**config.mk**
```make
export PLATFORM = sky130hd
export DESIGN_NAME = fill_seq2d
export DESIGN_NICKNAME = d
export VERILOG_FILES = /design/src/rtl/fill_pkg.sv /design/src/rtl/fill_wrap_ctr.sv /design/src/rtl/fill_addr_gen.sv /design/src/rtl/fill_pattern.sv /design/src/rtl/fill_seq2d.sv
export SDC_FILE = /design/constraint.sdc
export NUM_CORES = 1
export LEC_CHECK = 0
export ABC_AREA = 0
export BUFFER_PORTS_ARGS = -buffer_cell sky130_fd_sc_hd__buf_4
export CAP_MARGIN = 40
export CORE_MARGIN = 1
export CORE_UTILIZATION = 48
export DETAILED_ROUTE_END_ITERATION = 8
export PLACE_DENSITY = 0.78
export SLEW_MARGIN = 20
export SYNTH_ARGS = -nofsm -noshare
export SYNTH_HDL_FRONTEND = slang
export SYNTH_HIERARCHICAL = 1
export SYNTH_SLANG_ARGS = --single-unit
```
**constraint.sdc**
```tcl
create_clock -name clk -period 2.4 [get_ports clk]
set_input_delay 0.12 -clock clk [delete_from_list [all_inputs] [get_ports clk]]
set_output_delay 0.12 -clock clk [all_outputs]
set_load 0.02 [all_outputs]
```
**src/rtl/fill_pkg.sv**
```systemverilog
package fill_pkg;

    typedef enum logic [0:0] {
        FS_IDLE = 1'b0,
        FS_RUN  = 1'b1
    } fill_state_e;

    // Placeholder pattern: outer index in upper byte lanes, inner index scaled.
    function automatic logic [31:0] pat_word(input logic [31:0] oi,
                                             input logic [31:0] ii,
                                             input logic [31:0] seed);
        return ((oi << 8) ^ (ii * 32'd3)) + seed;
    endfunction

    function automatic int unsigned idx_width(input int unsigned limit);
        return (limit > 1) ? $clog2(limit) : 1;
    endfunction

endpackage

```
**src/rtl/fill_wrap_ctr.sv**
```systemverilog
module fill_wrap_ctr #(
    parameter int unsigned LIMIT = 4,
    parameter int unsigned W     = 2
) (
    input  logic         clk,
    input  logic         rst,
    input  logic         clr,
    input  logic         step,
    output logic [W-1:0] value,
    output logic         at_last
);
    localparam logic [W-1:0] LAST = W'(LIMIT - 1);

    generate
        if (LIMIT <= 1) begin : g_single
            assign value   = '0;
            assign at_last = 1'b1;
        end else begin : g_count
            logic [W-1:0] cnt_q;
            always_ff @(posedge clk) begin
                if (rst || clr) begin
                    cnt_q <= '0;
                end else if (step) begin
                    cnt_q <= (cnt_q == LAST) ? '0 : cnt_q + W'(1);
                end
            end
            assign value   = cnt_q;
            assign at_last = (cnt_q == LAST);
        end
    endgenerate
endmodule

```
**src/rtl/fill_addr_gen.sv**
```systemverilog
module fill_addr_gen #(
    parameter int unsigned ADDR_W = 10
) (
    input  logic              clk,
    input  logic              rst,
    input  logic              load,
    input  logic [ADDR_W-1:0] base,
    input  logic              step,
    output logic [ADDR_W-1:0] addr
);
    logic [ADDR_W-1:0] addr_q;

    always_ff @(posedge clk) begin
        if (rst) begin
            addr_q <= '0;
        end else if (load) begin
            addr_q <= base;
        end else if (step) begin
            addr_q <= addr_q + ADDR_W'(1);
        end
    end

    assign addr = addr_q;
endmodule

```
**src/rtl/fill_pattern.sv**
```systemverilog
module fill_pattern #(
    parameter int unsigned OI_W     = 2,
    parameter int unsigned II_W     = 3,
    parameter int unsigned DATA_W   = 16,
    parameter int unsigned PAT_SEED = 32'h1234
) (
    input  logic [OI_W-1:0]   outer_idx,
    input  logic [II_W-1:0]   inner_idx,
    output logic [DATA_W-1:0] word
);
    logic [31:0] full;

    always_comb begin
        full = fill_pkg::pat_word(32'(outer_idx), 32'(inner_idx), 32'(PAT_SEED));
        word = full[DATA_W-1:0];
    end
endmodule

```
**src/rtl/fill_seq2d.sv**
```systemverilog
module fill_seq2d #(
    parameter int unsigned N_OUTER  = 4,
    parameter int unsigned N_INNER  = 5,
    parameter int unsigned ADDR_W   = 10,
    parameter int unsigned DATA_W   = 16,
    parameter int unsigned PAT_SEED = 32'h1234
) (
    input  logic              clk,
    input  logic              rst,
    input  logic              start,
    input  logic [ADDR_W-1:0] base_addr,
    output logic              mem_we,
    output logic [ADDR_W-1:0] mem_addr,
    output logic [DATA_W-1:0] mem_wdata,
    output logic              busy,
    output logic              done
);
    import fill_pkg::*;

    localparam int unsigned OI_W = idx_width(N_OUTER);
    localparam int unsigned II_W = idx_width(N_INNER);

    typedef struct packed {
        logic              we;
        logic [ADDR_W-1:0] addr;
        logic [DATA_W-1:0] data;
    } wr_beat_t;

    fill_state_e     state_q;
    logic            done_q;
    logic            run;
    logic [OI_W-1:0] outer_idx;
    logic [II_W-1:0] inner_idx;
    logic            outer_last;
    logic            inner_last;
    logic            final_beat;
    logic [ADDR_W-1:0] addr_cur;
    logic [DATA_W-1:0] pat_cur;
    wr_beat_t        beat;

    assign run        = (state_q == FS_RUN);
    assign final_beat = run && inner_last && outer_last;

    fill_wrap_ctr #(.LIMIT(N_INNER), .W(II_W)) u_inner (
        .clk(clk), .rst(rst), .clr(start), .step(run),
        .value(inner_idx), .at_last(inner_last)
    );

    fill_wrap_ctr #(.LIMIT(N_OUTER), .W(OI_W)) u_outer (
        .clk(clk), .rst(rst), .clr(start), .step(run && inner_last),
        .value(outer_idx), .at_last(outer_last)
    );

    fill_addr_gen #(.ADDR_W(ADDR_W)) u_addr (
        .clk(clk), .rst(rst), .load(start), .base(base_addr),
        .step(run), .addr(addr_cur)
    );

    fill_pattern #(.OI_W(OI_W), .II_W(II_W), .DATA_W(DATA_W),
                   .PAT_SEED(PAT_SEED)) u_pat (
        .outer_idx(outer_idx), .inner_idx(inner_idx), .word(pat_cur)
    );

    // start has priority over finishing
    always_ff @(posedge clk) begin
        if (rst) begin
            state_q <= FS_IDLE;
            done_q  <= 1'b0;
        end else if (start) begin
            state_q <= FS_RUN;
            done_q  <= 1'b0;
        end else if (final_beat) begin
            state_q <= FS_IDLE;
            done_q  <= 1'b1;
        end
    end

    always_comb begin
        beat.we   = run;
        beat.addr = addr_cur;
        beat.data = pat_cur;
    end

    assign mem_we    = beat.we;
    assign mem_addr  = beat.addr;
    assign mem_wdata = beat.data;
    assign busy      = run;
    assign done      = done_q;
endmodule

```
[After elaboration in Yosys (flattened, before gate mapping)]
Index checks and enable logic that the tools add are counted.
Storage, ports and cells
  register bits: 17
  bits of input ports: 13
  output and inout port bits: 29
  word-level logic and storage cells: 25
Cells by class
  $add $sub $neg: 4
  multiply operators: 1
  equality and inequality tests: 2
  mux-type cells: 6
  bitwise logic cells: 1
  reduce and logical (&&, ||, !) cells: 6
Operators by type and width (count)
  $mux 10: 2
  $add 10x13->14 const B: 1
  $add 10x1->10 const B: 1
  $xor 10x5->10: 1
  $mul 3x2->5 const B: 1
  $reduce_bool 2->1: 2
  $add 3x1->3 const B: 1
  $eq 3x3->1 const B: 1
  $mux 3: 1
  $add 2x1->2 const B: 1
  $eq 2x2->1 const B: 1
  $logic_and 1x1->1: 2
  $mux 1: 2
  $mux 2: 1
  $reduce_or 2->1: 1
  $logic_or 1x1->1: 1

[Longest topological paths before layout]
  depth in word-level cells: 5
  mapped depth: 8
  mapped depth without buffers: 8

[Hierarchy]
Netlist, hierarchy kept.
By module, submodules not included
  fill_addr_gen: instances 1, cells an instance 68, area an instance 563.0 µm², seq. area each 200.2 µm²
  fill_pattern: instances 1, cells an instance 29, area an instance 232.7 µm², seq. area each 0.0 µm²
  fill_wrap_ctr (u_inner): instances 1, cells an instance 17, area an instance 165.2 µm², seq. area each 60.1 µm²
  fill_wrap_ctr (u_outer): instances 1, cells an instance 8, area an instance 95.1 µm², seq. area each 40.0 µm²
  fill_seq2d: instances 1, cells an instance 8, area an instance 83.8 µm², seq. area each 40.0 µm²

[Worst setup path after synthesis]
OpenSTA, ideal clock, no wires.
  path kind: reg2out
  start: register u_inner.g_count.cnt_q[1] (netlist: u_inner/value[1])
  end: output mem_wdata[4]
  data arrival time: 2.019 ns
  required time: 2.280 ns
  path slack: 0.261 ns
  cell stages (with the launch flop): 9
  buffers on the path: 0
  cells stage by stage: dfxtp_1 ha_1 inv_1 fa_1 inv_1 ha_1 inv_1 ha_1 inv_1
Between the ends
  cells in the longest elaborated chain, start to end: 3
Ends and longest elaborated chain
  start, declared: line fill_wrap_ctr.sv:19  | logic [W-1:0] cnt_q;
  start signal, assigned: line fill_wrap_ctr.sv:24  | cnt_q <= (cnt_q == LAST) ? '0 : cnt_q + W'(1);
  $mul 3x2->5: line fill_pkg.sv:12  | return ((oi << 8) ^ (ii * 32'd3)) + seed;
  $xor 10x5->10: line fill_pkg.sv:12
  $add 10x13->14: line fill_pkg.sv:12
  end, declared: line fill_seq2d.sv:14  | output logic [DATA_W-1:0] mem_wdata,
Every way passes these cells.

[Final worst setup path]
Same ends and word-level chain as after synthesis.

==> results by group <==
Run status
  – Status: complete, no violations

Min path
  – Hold Path Class: input pin to flop
  – WHS Path Cells: 3
  – Hold Startpoint: base_addr[1]
  – Sink of the worst hold path: u_addr/addr[1]

Layout
  – Area grow syn2layout: 25.5%
  – Layout cells sized above 1: 32.3%
  – Multi-input logic area: 701 sq um
  – Nets: 186
  – Layout filler cell count: 201
  – Register Area: 349 sq um
  – # diodes: 0

Synth
  – Adder-cell share of the synthesized area: 13.4%
  – Distinct cells, synth: 40
  – Syn Std Cell Area: 1140 sq um
  – Gate Count Post-Synth: 130
  – Main area contributors after synthesis: dfxtp_1 (30%), ha_1 (9.9%), buf_4 (6.6%), xnor2_1 (6.1%), mux2i_1 (4.4%)
  – Synth Warn #: 6
  – Compound-Gate Fraction of Synth Area: 13.6%
  – Sequential fraction of the synthesis area: 29.9%
  – Synth cell count leaders: dfxtp_1 (17), inv_1 (11), buf_4 (10)
  – Top-area cell type share of the netlist area: 29.9%
  – Synth Flop Type: dfxtp_1
  – Flops & latches, synth: 17
  – Post-synthesis xor/xnor area fraction: 6.92%
  – Syn Area/Cell: 8.77 sq um
  – Synth area leader: dfxtp_1
  – Largest family of logic cells by synthesized area: simple AND/OR/NAND/NOR gates
  – Post-synthesis mux area share: 4.39%
  – Synth async-reset ratio: 0%
  – Simple-gate share of the synthesized area: 19.4%
  – EDFF count, synth: 0
  – Most common cell in the netlist: dfxtp_1

Routing
  – # DRC: 0
  – Routed Antenna Nets: 0
  – DRT Pass-1 Iters: 4
  – Vias: 948
  – Vias per inst: 5.02
  – Drt wl/cell: 11.6 microns
  – Routed wire length: 2200 microns
  – DRT iter0 DRCs: 14

Global route
  – Gr usage total: 18.9%
  – First-pass GRT wire length: 3730 microns
  – Gr ovfl total: 0
  – Largest net degree at the start of global routing: 27
  – Vias in the first global route: 849
  – Antenna violations before repair: 0

Floorplan
  – Core area: 2230 sq um
  – Num rows: 17
  – I/O pins: 42
  – Vert. Die Dim: 50.7 microns
  – Initial Util: 51.0%
  – Die area: 2570 sq um
  – Die X: 50.7 microns

Setup path
  – Critical path fanouts, max: 7
  – Kind of critical path: flop to output pin
  – RR Endpoint: u_outer/value[0]
  – Worst R2R Path Depth: 6
  – RR Startpoint: u_inner/value[1]
  – Worst EP arrival: 2.13 ns
  – Worst path required time: 2.28 ns
  – Crit. End Element: output pin
  – FF-to-FF setup slack: 0.81 ns
  – Worst Setup Start Kind: flop

STA
  – Final period utilization: 93.7%
  – Final Max Slew Viols: 0
  – Final setup viols: 0
  – Setup_tns: 0 ns
  – Max Fclk: 0.445 GHz
  – RSZ-0062 raised after global routing: no
  – Setup WS post-layout: 0.152 ns
  – Final Skew: 0.00169 ns
  – Fin crit period: 2.25 ns
  – Worst-Margin Slew: 0.503 ns
  – Final hold vios: 0
  – Rel. slew slack: 66.4%

Pwr
  – Pwr/cell area: 409 nW/um^2
  – Leak pwr: 0.637 nW
  – Maximum VDD drop: 257 uV

Run
  – Max-Cap Viols: 0

Placed design
  – Number of I/O port buffers: 35
  – Placer Congestion: 0.735
  – Dpl ws: 0.224 ns
  – Detail Placement HPWL: 1600 microns

Clocking
  – CTS Root Cell: clkbuf_4
  – H-tree level count: 1
  – Clock Latency Late Sink: 0.28 ns
  – CTS buffer count: 3
  – Clk buf depth: 2
  – Clock-pin transition on the worst setup and hold timing paths: 0.09 ns
  – CTS sink cnt: 17
  – TritonCTS clock tree: yes
==> cell usage in the layout (no fill, tap or decap), drive strengths merged <==
cell	netlist	final
xor2	1	1
nor3	4	4
o21ba	1	1
nand3	3	3
or3b	2	2
or3	1	1
a21boi	2	2
a31oi	1	1
fa	2	2
nor4	1	1
and3	1	1
o21a	1	1
a211oi	1	1
buf	12	37
nand2b	3	3
a21o	1	1
nor3b	4	4
nand4	4	4
xnor2	8	8
nor2b	1	1
o22ai	3	3
mux2i	5	5
a21oi	9	9
o21ai	3	3
ha	9	9
dfxtp	17	17
o211a	1	1
and2	2	2
inv	11	11
clkbuf	2	4
nand2	4	4
conb	2	6
nor2	8	8
==> repair_timing <==
action,4_1_cts,5_1_grt
hold endpoints to repair,0,0
resized for setup,3,5
hold buffers,0,0
setup endpoints to repair,2,2
buffers inserted,0,1
pin swaps,0,1
cloned,0,0
==> metrics by stage <==
stage	hold WS, ns	instances	cell area [sq um]	power [mW]	util [%]
after floorplan	0.185	134	1150	0.401	-
after global placement	0.348	184	1370	0.440	61.2
after detailed placement	0.360	184	1370	0.443	61.2
after CTS	0.0586	188	1400	0.592	62.6
after global routing	0.0767	189	1430	0.617	64.0
final	0.0615	189	1430	0.586	64.0
==> per-layer routing <==
| metal | GRT usage (%) | vias up | wire length, microns |
|---|---|---|---|
| met5 | 0 | - | 0 |
| met4 | 6.94 | 0 | 13 |
| met3 | 3.64 | 2 | 111 |
| met2 | 32.0 | 31 | 1040 |
| met1 | 23.7 | 428 | 1040 |
| li1 | - | 487 | - |
==> worst max-delay path, stage by stage, from the launching register on <==
cell and delay, ns:
dfxtp_4 0.41, ha_4 0.16, inv_1 0.05, fa_1 0.40
xnor2_2 0.16, ha_1 0.17, inv_1 0.04, ha_1 0.27
inv_1 0.06, buf_4 0.13
==> power by group <==
group          internal (mW)  switching [mW]  total (mW)
Combinational         0.0570          0.0626       0.120
Sequential             0.293          0.0227       0.316
Clock                 0.0645          0.0857       0.150
Total                  0.415           0.171       0.586
==> layout make-up <==
class,instances,area share (%)
clock buffer,4,1.84
inverter,11,2.89
multi-input combinational,92,49.0
sequential,17,24.4
tap,28,2.45
timing repair buffer,37,19.4
==> registers in the layout, indices dropped and copies added, names as in the netlist <==
name,count
u_addr/addr,10
u_inner/value,3
u_outer/value,2
busy,1
done,1
==> kinds of logic after synthesis <==
logic type                 count (synthesis)
DFF                                       17
and+or+nand+nor                           38
muxes                                      5
other                                      2
adders and majority gates                 11
buffers and inverters                     25
xor gates and xnor gates                   9
AOI/OAI and AO/OA                         23
==> worst max path at each step <==
stage                                start            to  cells after the start
final                     u_inner/value[1]  mem_wdata[4]                      9
after CTS                 u_inner/value[1]  mem_wdata[4]                      9
after global placement    u_inner/value[1]  mem_wdata[4]                      9
after floorplan           u_inner/value[1]  mem_wdata[4]                      8
after global routing      u_inner/value[1]  mem_wdata[4]                      9
after detailed placement  u_inner/value[1]  mem_wdata[4]                      9
Note: power is estimated with default switching activity, not from simulation.
